===== src/rtl/alias_pkg.sv =====
package alias_pkg;
  localparam int unsigned OP_W   = 16;
  localparam int unsigned SZ_W   = 3;
  localparam int unsigned DEPTH  = 5;
  localparam int unsigned MAX_SZ = 4;

  typedef struct packed {
    logic            is_const;
    logic [OP_W-1:0] val;
  } addr_op_t;

  typedef struct packed {
    logic [SZ_W-1:0] size;
    addr_op_t        a;
    addr_op_t        b;
  } mem_ref_t;
endpackage


===== src/rtl/alias_entry_cmp.sv =====
module alias_entry_cmp
  import alias_pkg::*;
(
  input  logic     valid_i,
  input  mem_ref_t st_ref_i,
  input  mem_ref_t ld_ref_i,
  output logic     hit_o
);
  localparam int unsigned EXT_W = OP_W + 2;

  logic signed [EXT_W-1:0] st_off, ld_off, st_len, ld_len;
  logic same_order, swapped, range_ok, overlap;

  function automatic logic signed [EXT_W-1:0] bytes_of(logic [SZ_W-1:0] code);
    logic [EXT_W-1:0] one;
    one = EXT_W'(1);
    return $signed(one << code);
  endfunction

  always_comb begin
    st_off = $signed({{2{st_ref_i.a.val[OP_W-1]}}, st_ref_i.a.val});
    ld_off = $signed({{2{ld_ref_i.a.val[OP_W-1]}}, ld_ref_i.a.val});
    st_len = bytes_of(st_ref_i.size);
    ld_len = bytes_of(ld_ref_i.size);

    same_order = (ld_ref_i.a == st_ref_i.a) && (ld_ref_i.b == st_ref_i.b);
    swapped    = (ld_ref_i.a == st_ref_i.b) && (ld_ref_i.b == st_ref_i.a);
    range_ok   = (ld_ref_i.b == st_ref_i.b) && ld_ref_i.a.is_const && st_ref_i.a.is_const;

    if (st_off < ld_off) overlap = (st_off + st_len) > ld_off;
    else                 overlap = (ld_off + ld_len) > st_off;

    hit_o = valid_i && (same_order || swapped || (range_ok && overlap));
  end
endmodule


===== src/rtl/alias_store_table.sv =====
module alias_store_table
  import alias_pkg::*;
#(
  parameter int unsigned N = DEPTH
) (
  input  logic     clk_i,
  input  logic     rst_ni,
  input  logic     push_i,
  input  mem_ref_t push_ref_i,
  input  logic     clear_i,
  output mem_ref_t entries_o [N],
  output logic [N-1:0] valid_o
);
  localparam int unsigned CNT_W = $clog2(N + 1);

  logic [CNT_W-1:0] cnt_q;
  logic             full, do_push;

  assign full    = (cnt_q == CNT_W'(N));
  assign do_push = push_i && !clear_i && !full;

  always_ff @(posedge clk_i or negedge rst_ni) begin
    if (!rst_ni)      cnt_q <= '0;
    else if (clear_i) cnt_q <= '0;
    else if (do_push) cnt_q <= cnt_q + CNT_W'(1);
  end

  for (genvar i = 0; i < N; i++) begin : g_slot
    mem_ref_t slot_q;
    always_ff @(posedge clk_i or negedge rst_ni) begin
      if (!rst_ni)                               slot_q <= '0;
      else if (do_push && cnt_q == CNT_W'(i))    slot_q <= push_ref_i;
    end
    assign entries_o[i] = slot_q;
    assign valid_o[i]   = (cnt_q > CNT_W'(i));
  end


  count_bound_chk: assert property (@(posedge clk_i) disable iff (!rst_ni)
    cnt_q <= CNT_W'(N));


  clear_empty_chk: assert property (@(posedge clk_i) disable iff (!rst_ni)
    clear_i |=> (valid_o == '0));


  append_chk: assert property (@(posedge clk_i) disable iff (!rst_ni)
    (push_i && !clear_i && !full) |=> (cnt_q == $past(cnt_q) + CNT_W'(1)));


  full_hold_chk: assert property (@(posedge clk_i) disable iff (!rst_ni)
    (push_i && !clear_i && full) |=> (valid_o == {N{1'b1}}));


  idle_hold_chk: assert property (@(posedge clk_i) disable iff (!rst_ni)
    (!push_i && !clear_i) |=> $stable(valid_o));
endmodule


===== src/rtl/st_ld_alias_det.sv =====
module st_ld_alias_det
  import alias_pkg::*;
(
  input  logic        clk_i,
  input  logic        rst_ni,
  input  logic        st_valid_i,
  input  logic [2:0]  st_size_i,
  input  logic        st_a_const_i,
  input  logic [15:0] st_a_i,
  input  logic        st_b_const_i,
  input  logic [15:0] st_b_i,
  input  logic        grp_end_i,
  input  logic        ld_valid_i,
  input  logic [2:0]  ld_size_i,
  input  logic        ld_a_const_i,
  input  logic [15:0] ld_a_i,
  input  logic        ld_b_const_i,
  input  logic [15:0] ld_b_i,
  output logic        hazard_o
);
  mem_ref_t       st_ref, ld_ref;
  mem_ref_t       entries [DEPTH];
  logic [DEPTH-1:0] valid, hits;

  assign st_ref = '{size: st_size_i, a: '{st_a_const_i, st_a_i}, b: '{st_b_const_i, st_b_i}};
  assign ld_ref = '{size: ld_size_i, a: '{ld_a_const_i, ld_a_i}, b: '{ld_b_const_i, ld_b_i}};

  alias_store_table #(.N(DEPTH)) u_table (
    .clk_i      (clk_i),
    .rst_ni     (rst_ni),
    .push_i     (st_valid_i),
    .push_ref_i (st_ref),
    .clear_i    (grp_end_i),
    .entries_o  (entries),
    .valid_o    (valid)
  );

  for (genvar i = 0; i < DEPTH; i++) begin : g_cmp
    alias_entry_cmp u_cmp (
      .valid_i  (valid[i]),
      .st_ref_i (entries[i]),
      .ld_ref_i (ld_ref),
      .hit_o    (hits[i])
    );
  end

  assign hazard_o = ld_valid_i && (|hits);


  hazard_needs_load_chk: assert property (@(posedge clk_i) disable iff (!rst_ni)
    hazard_o |-> ld_valid_i);


  hazard_needs_entry_chk: assert property (@(posedge clk_i) disable iff (!rst_ni)
    hazard_o |-> (valid != '0));


  st_size_legal_chk: assert property (@(posedge clk_i) disable iff (!rst_ni)
    st_valid_i |-> (st_size_i <= 3'(MAX_SZ)));


  ld_size_legal_chk: assert property (@(posedge clk_i) disable iff (!rst_ni)
    ld_valid_i |-> (ld_size_i <= 3'(MAX_SZ)));


  clear_no_hazard_chk: assert property (@(posedge clk_i) disable iff (!rst_ni)
    grp_end_i |=> !hazard_o);
endmodule


===== config.mk =====
export PLATFORM = sky130hd
export DESIGN_NAME = st_ld_alias_det
export DESIGN_NICKNAME = d
export VERILOG_FILES = /design/src/rtl/alias_pkg.sv /design/src/rtl/alias_entry_cmp.sv /design/src/rtl/alias_store_table.sv /design/src/rtl/st_ld_alias_det.sv
export SDC_FILE = /design/constraint.sdc
export NUM_CORES = 1
export LEC_CHECK = 0
export CELL_PAD_IN_SITES_DETAIL_PLACEMENT = 1
export CELL_PAD_IN_SITES_GLOBAL_PLACEMENT = 2
export CORE_MARGIN = 1
export CORE_UTILIZATION = 32
export DETAILED_ROUTE_END_ITERATION = 16
export DONT_BUFFER_PORTS = 1
export HOLD_SLACK_MARGIN = 0.05
export MAX_ROUTING_LAYER = met4
export PLACE_DENSITY = 0.67
export SYNTH_ARGS = -nofsm -noshare
export SYNTH_HDL_FRONTEND = slang
export SYNTH_SLANG_ARGS = --single-unit

===== constraint.sdc =====
create_clock -name clk_i -period 16.9 [get_ports clk_i]
set_input_delay 4.225 -clock clk_i [delete_from_list [all_inputs] [get_ports clk_i]]
set_output_delay 4.225 -clock clk_i [all_outputs]
set_load 0.1 [all_outputs]

**After elaboration in Yosys (flattened, before gate mapping)**

Index checks and enable logic that the tools add are counted.

- $add $sub $neg: 7
- Order comparisons: 20
- Eq/ne operators: 25
- Shift-type cells: 6
- Mux-type cells: 7
- Reductions and logical operators: 53

Operators with widths:

| operator | number |
|---|---|
| == test 17 bit | 20 |
| greater-than comparator 18 x 16 -> 1 bit | 10 |
| adder 16 x 18 -> 18 bit | 6 |
| << shifter 1 x 3 -> 18 bit, first input constant | 6 |
| less-than comparator 16 bit | 5 |
| logical AND 1 bit | 38 |
| logical OR 1 bit | 10 |
| == test 3 x 2 -> 1 bit, second input constant | 2 |
| == test 3 bit, second input constant | 2 |
| greater-than comparator 3 x 1 -> 1 bit, second input constant | 2 |
| greater-than comparator 3 x 2 -> 1 bit, second input constant | 2 |
| two-way mux 3 bit | 2 |
| two-way mux 1 bit | 5 |
| OR reduction 5 bit | 1 |
| adder 3 x 1 -> 3 bit, second input constant | 1 |
| == test 3 x 1 -> 1 bit, second input constant | 1 |
| greater-than comparator 3 bit, second input constant | 1 |
| zero test 3 bit | 1 |
| zero test 1 bit | 2 |
| nonzero test 2 bit | 1 |

- Register bits after elaboration: 188
- Bits of input ports: 79
- Output and inout bits: 1
- Word-level logic and storage cells: 144

**Depth between registers and ports, before layout**

- Depth after elaboration: 9
- Depth in mapped cells: 22
- Depth with buffers taken out: 22

**Modules after synthesis**

Synthesis repeated with hierarchy kept, for this count alone.

- Cells, all modules: 2314
- Area, all modules: 22107.5 µm²

By module, submodules not included:

| module | instances | cells an instance | area each (µm²) | sequential area each (µm²) |
|---|---|---|---|---|
| alias_entry_cmp (g_cmp[0].u_cmp ...) | 3 | 379 | 2891.5 | 0.0 |
| alias_store_table | 1 | 420 | 7706.1 | 4704.5 |
| alias_entry_cmp (g_cmp[1].u_cmp) | 1 | 374 | 2880.3 | 0.0 |
| alias_entry_cmp (g_cmp[4].u_cmp) | 1 | 381 | 2831.5 | 0.0 |
| st_ld_alias_det | 1 | 2 | 15.0 | 0.0 |

**Least setup slack after synthesis**

OpenSTA, ideal clock, no wires.

- Path kind: in2out
- Start point: input ld_size_i[1]
- End point: output hazard_o
- Arrival: 8.856 ns
- Data required time: 12.675 ns
- Path slack: 3.819 ns
- Cell stages on the path: 21
- Path buffers: 0
- Cell sequence: nor3b_1 -> ha_1 -> a21o_1 -> a21oi_1 -> o21bai_1 -> a21oi_1 -> nor2b_1 -> o21a_1 -> nor2_1 -> nor2_1 -> xnor2_1 -> ha_1 -> and4_1 -> nand2_1 -> or3_1 -> o21ai_0 -> mux2i_1 -> nor3_1 -> mux2_2 -> or4b_1 -> a22o_1

- Cells in the longest elaborated chain, start to end: 9
- Elaborated cells on any way between the ends: 29
- Those cells by class: add/sub (1); order compare (5); shift (1); mux (5); reduce/logical (17)

Ends and longest elaborated chain:

| element | RTL line | source |
|---|---|---|
| start: declaration | st_ld_alias_det.sv:14 | `input logic [2:0] ld_size_i,` |
| << shifter 1 x 3 -> 18 bit * | alias_entry_cmp.sv:17 | `return $signed(one << code);` |
| adder 16 x 18 -> 18 bit * | alias_entry_cmp.sv:31 | `else overlap = (ld_off + ld_len) > st_off;` |
| greater-than comparator 18 x 16 -> 1 bit | alias_entry_cmp.sv:31 |  |
| two-way mux 1 bit | alias_entry_cmp.sv:30 | `if (st_off < ld_off) overlap = (st_off + st_len) > ld_off;` |
| logical AND 1 bit | alias_entry_cmp.sv:33 | `hit_o = valid_i && (same_order \|\| swapped \|\| (range_ok && overlap));` |
| logical OR 1 bit | alias_entry_cmp.sv:33 |  |
| logical AND 1 bit | alias_entry_cmp.sv:33 |  |
| OR reduction 5 bit * | st_ld_alias_det.sv:47 | `assign hazard_o = ld_valid_i && (\|hits);` |
| logical AND 1 bit * | st_ld_alias_det.sv:47 |  |
| end: declaration | st_ld_alias_det.sv:19 | `output logic hazard_o` |

Every way passes the cells marked *; elsewhere a longest branch is shown, timed or not.

**Final worst setup path**

Ends and elaborated chain as after synthesis.

==> metrics <==
status finished clean; post-DP HPWL 66300 um; Cells after DPL 2829; register bit total from synthesis 188; Fin. Hold Viols 0; Crit Path Category in -> out; worst-path cell chain nor3b_1 -> ha_1 -> a21o_1 -> a21oi_1 -> o21bai_1 -> a21oi_1 -> nor2b_1 -> o21a_1 -> o21ai_0 -> a21oi_1 -> xnor2_1 -> ha_1 -> and4_1 -> and4_1 -> a2111oi_0 -> o21ai_0 -> nand3_1 -> mux2i_1 -> o21a_1 -> or4b_1 -> a22o_1; HP Class reg -> reg; initial antenna violation count 5; RSZ-0062 raised after global routing no; syn_area_per_cell 9.06 um^2; measured slew at the worst slew-check pin 1.20 ns; Leakage 9.19 nW; Critical path buffers and inverters 0; Peak VDD IR 0.0779 mV; hold path startpoint u_table.entries_o[162]; Post-CTS Resized 0; worst r2r dst u_table.entries_o[48]; Max-cap violations 0; kind of cell adding the most delay to the critical path compound AO/OA/AOI/OAI gates; Worst-path clk slew 0.07 ns; DR WL/cell 30.3 um; vias in the first global route 16900; Inserted Clock Buffers 17; clk_lat worst skew 0.49 ns; first-pass GRT wire length 123000 um; Crit path top cell by count a21oi_1; Syn Inst Count 2101; r2r startpoint u_table.cnt_q[1]; CP Data Arrival Time 9.99 ns; Area after DPL 19900 um^2; Final #Nets 2473; CTS tree done; Final Critical Period 14.21 ns; Clock Path Buffers 2; R2R Setup Slk 14.51 ns; CP Capture Type output pin; clk sink count 188; Worst setup SP type input pin; synth unique cells 61; core footprint 58900 um^2; num ports 80; total grt overflow 0; Post-CTS Setup Inserts 0; post-route ant nets 0; vias post-DR 16700; Most used DFF post-synth dfrtp_1; die area 60500 um^2; DRC 0; final setup fails 0; global placement routability congestion 0.956; Hold Crit Depth 1; design area 20500 um^2; Slew Viols, Final 0; Async SR Flop Fraction 100%; syn nets 2499; layout cells sized above 1 9.05%; fillers 6833; fmax 0.0703 GHz; r2r worst-path depth 5; Pre-antenna DRT Iters 5; Root Driver clkbuf_16; gr usage total 29.8%; final core area utilization 34.8%; final wirelength 87000 um; row count 89; drt initial violations 1185; CP max-delay cell xnor2_1; setup_tns 0 ns; critical path fanouts, max 8; dpl ws 2.81 ns; CP max stage delay 0.81 ns; Seq/Total Area, Yosys 24.7%; Fin Hold WS 0.582 ns; Tot Pwr 2.56 mW; WHS Endpoint u_table.entries_o[162]; H-tree Lvls 4; Post-Syn Area 19000 um^2; PwrDens 125 nW/um^2; Final Non-Filler Cells 2869; Setup WS post-layout 2.69 ns; # port buffers 0; Worst slew margin 19.7%; P&R area growth vs syn 7.70%; EDFF count, synth 0; Worst Path Required 12.68 ns; Die Wd 246 um; Die Y 246 um; CTS Hold Bufs 0; starting density of the core 32.3%; Fin Clk Skew 0.0112 ns; Tcrit/Tclk final 84.1%; synth warn 0; largest net degree at the start of global routing 189; vias per std cell 5.81
[state kept, by name (all words and copies together) (netlist names)]
name,count
u_table.entries_o,185
u_table.cnt_q,3
[layout by cell type (no fill, tap or decap), types with 10 or more instances in the layout]
cell type	instances
and4_1	10
ha_1	313
nor2b_1	12
o21ai_0	118
nand2_1	143
nand4_1	75
inv_1	150
nor3_1	42
nor4_1	57
o21bai_1	25
a21o_1	23
xnor2_1	145
nor2_1	82
mux2_2	122
and3b_1	12
clkbuf_16	17
dfrtp_1	188
a211oi_1	17
nand3_1	49
a21oi_1	116
nor3b_1	19
o21a_1	12
a31oi_1	10
xor2_1	199
buf_4	22
[worst max-delay path by stage]
stage | start | end | slack [ns] | cells past startpoint
floorplan | ld_size_i[1] | hazard_o | 3.82 | 21
CTS | ld_size_i[0] | hazard_o | 2.79 | 21
global placement | ld_size_i[1] | hazard_o | 2.81 | 21
finish | ld_size_i[1] | hazard_o | 2.69 | 21
global route | ld_size_i[1] | hazard_o | 2.25 | 21
detailed placement | ld_size_i[1] | hazard_o | 2.81 | 21
[power breakdown]
group,switching (mW),internal (mW)
registers,0.270,0.573
logic,0.706,0.587
clock network,0.218,0.207
total,1.19,1.37
[layer usage]
| layer | up-vias | global-route usage [%] | wire length, um | part of all wire [%] |
|---|---|---|---|---|
| met5 | - | - | 0 | 0 |
| met4 | 0 | 10.3 | 2720 | 3.1 |
| met3 | 112 | 7.05 | 6960 | 8.0 |
| met2 | 564 | 43.7 | 37700 | 43 |
| met1 | 8529 | 39.8 | 39600 | 45 |
| li1 | 7463 | - | - | - |
[Yosys cell counts (5+ instances only)]
library cell  count  area (um^2)
nor3_1           42          210
xor2_1          199         1740
buf_2            18         90.1
and3b_1          12          105
o21a_1           12         90.1
a211oi_1         17          128
and3_1            9         56.3
nor3b_1          19          143
mux2_2          122         1370
and4_1           10         87.6
nand2_1         143          537
and2_1            5         31.3
o21ai_0         118          591
nor2_1           82          308
dfrtp_1         188         4700
a31oi_1          10         62.6
nand2b_1          8         50.1
o211ai_1          8         60.1
mux2i_1           5         50.1
xnor2_1         145         1270
fa_1              6          120
a21o_1           23          173
nand3_1          49          245
ha_1            313         3920
inv_1           150          563
o21bai_1         25          188
nor4_1           57          357
a21oi_1         116          581
nor2b_1          12         75.1
nand4_1          75          469
clkbuf_1         45          169
[area by class of cell]
class                   instances  area (um^2)  area share (%)
clock inverters                12          116           0.568
inverters                     150          563            2.75
repair buffers                 22          165           0.806
well taps                     773          967            4.72
clock buffers                  20          467            2.28
diodes                          8         20.0          0.0976
flip-flops and latches        188         4700            22.9
multi-input cells            1696        13500            65.8
[cell families after synthesis]
kind of cell / synth area share, %
and+or+nand+nor: 14.7
AOI/OAI and AO/OA: 11.6
xor gates and xnor gates: 15.8
adders and majority gates: 21.2
buffers and inverters: 4.40
DFF: 24.7
muxes: 7.56
No activity file was read; power rests on OpenSTA's default activity.
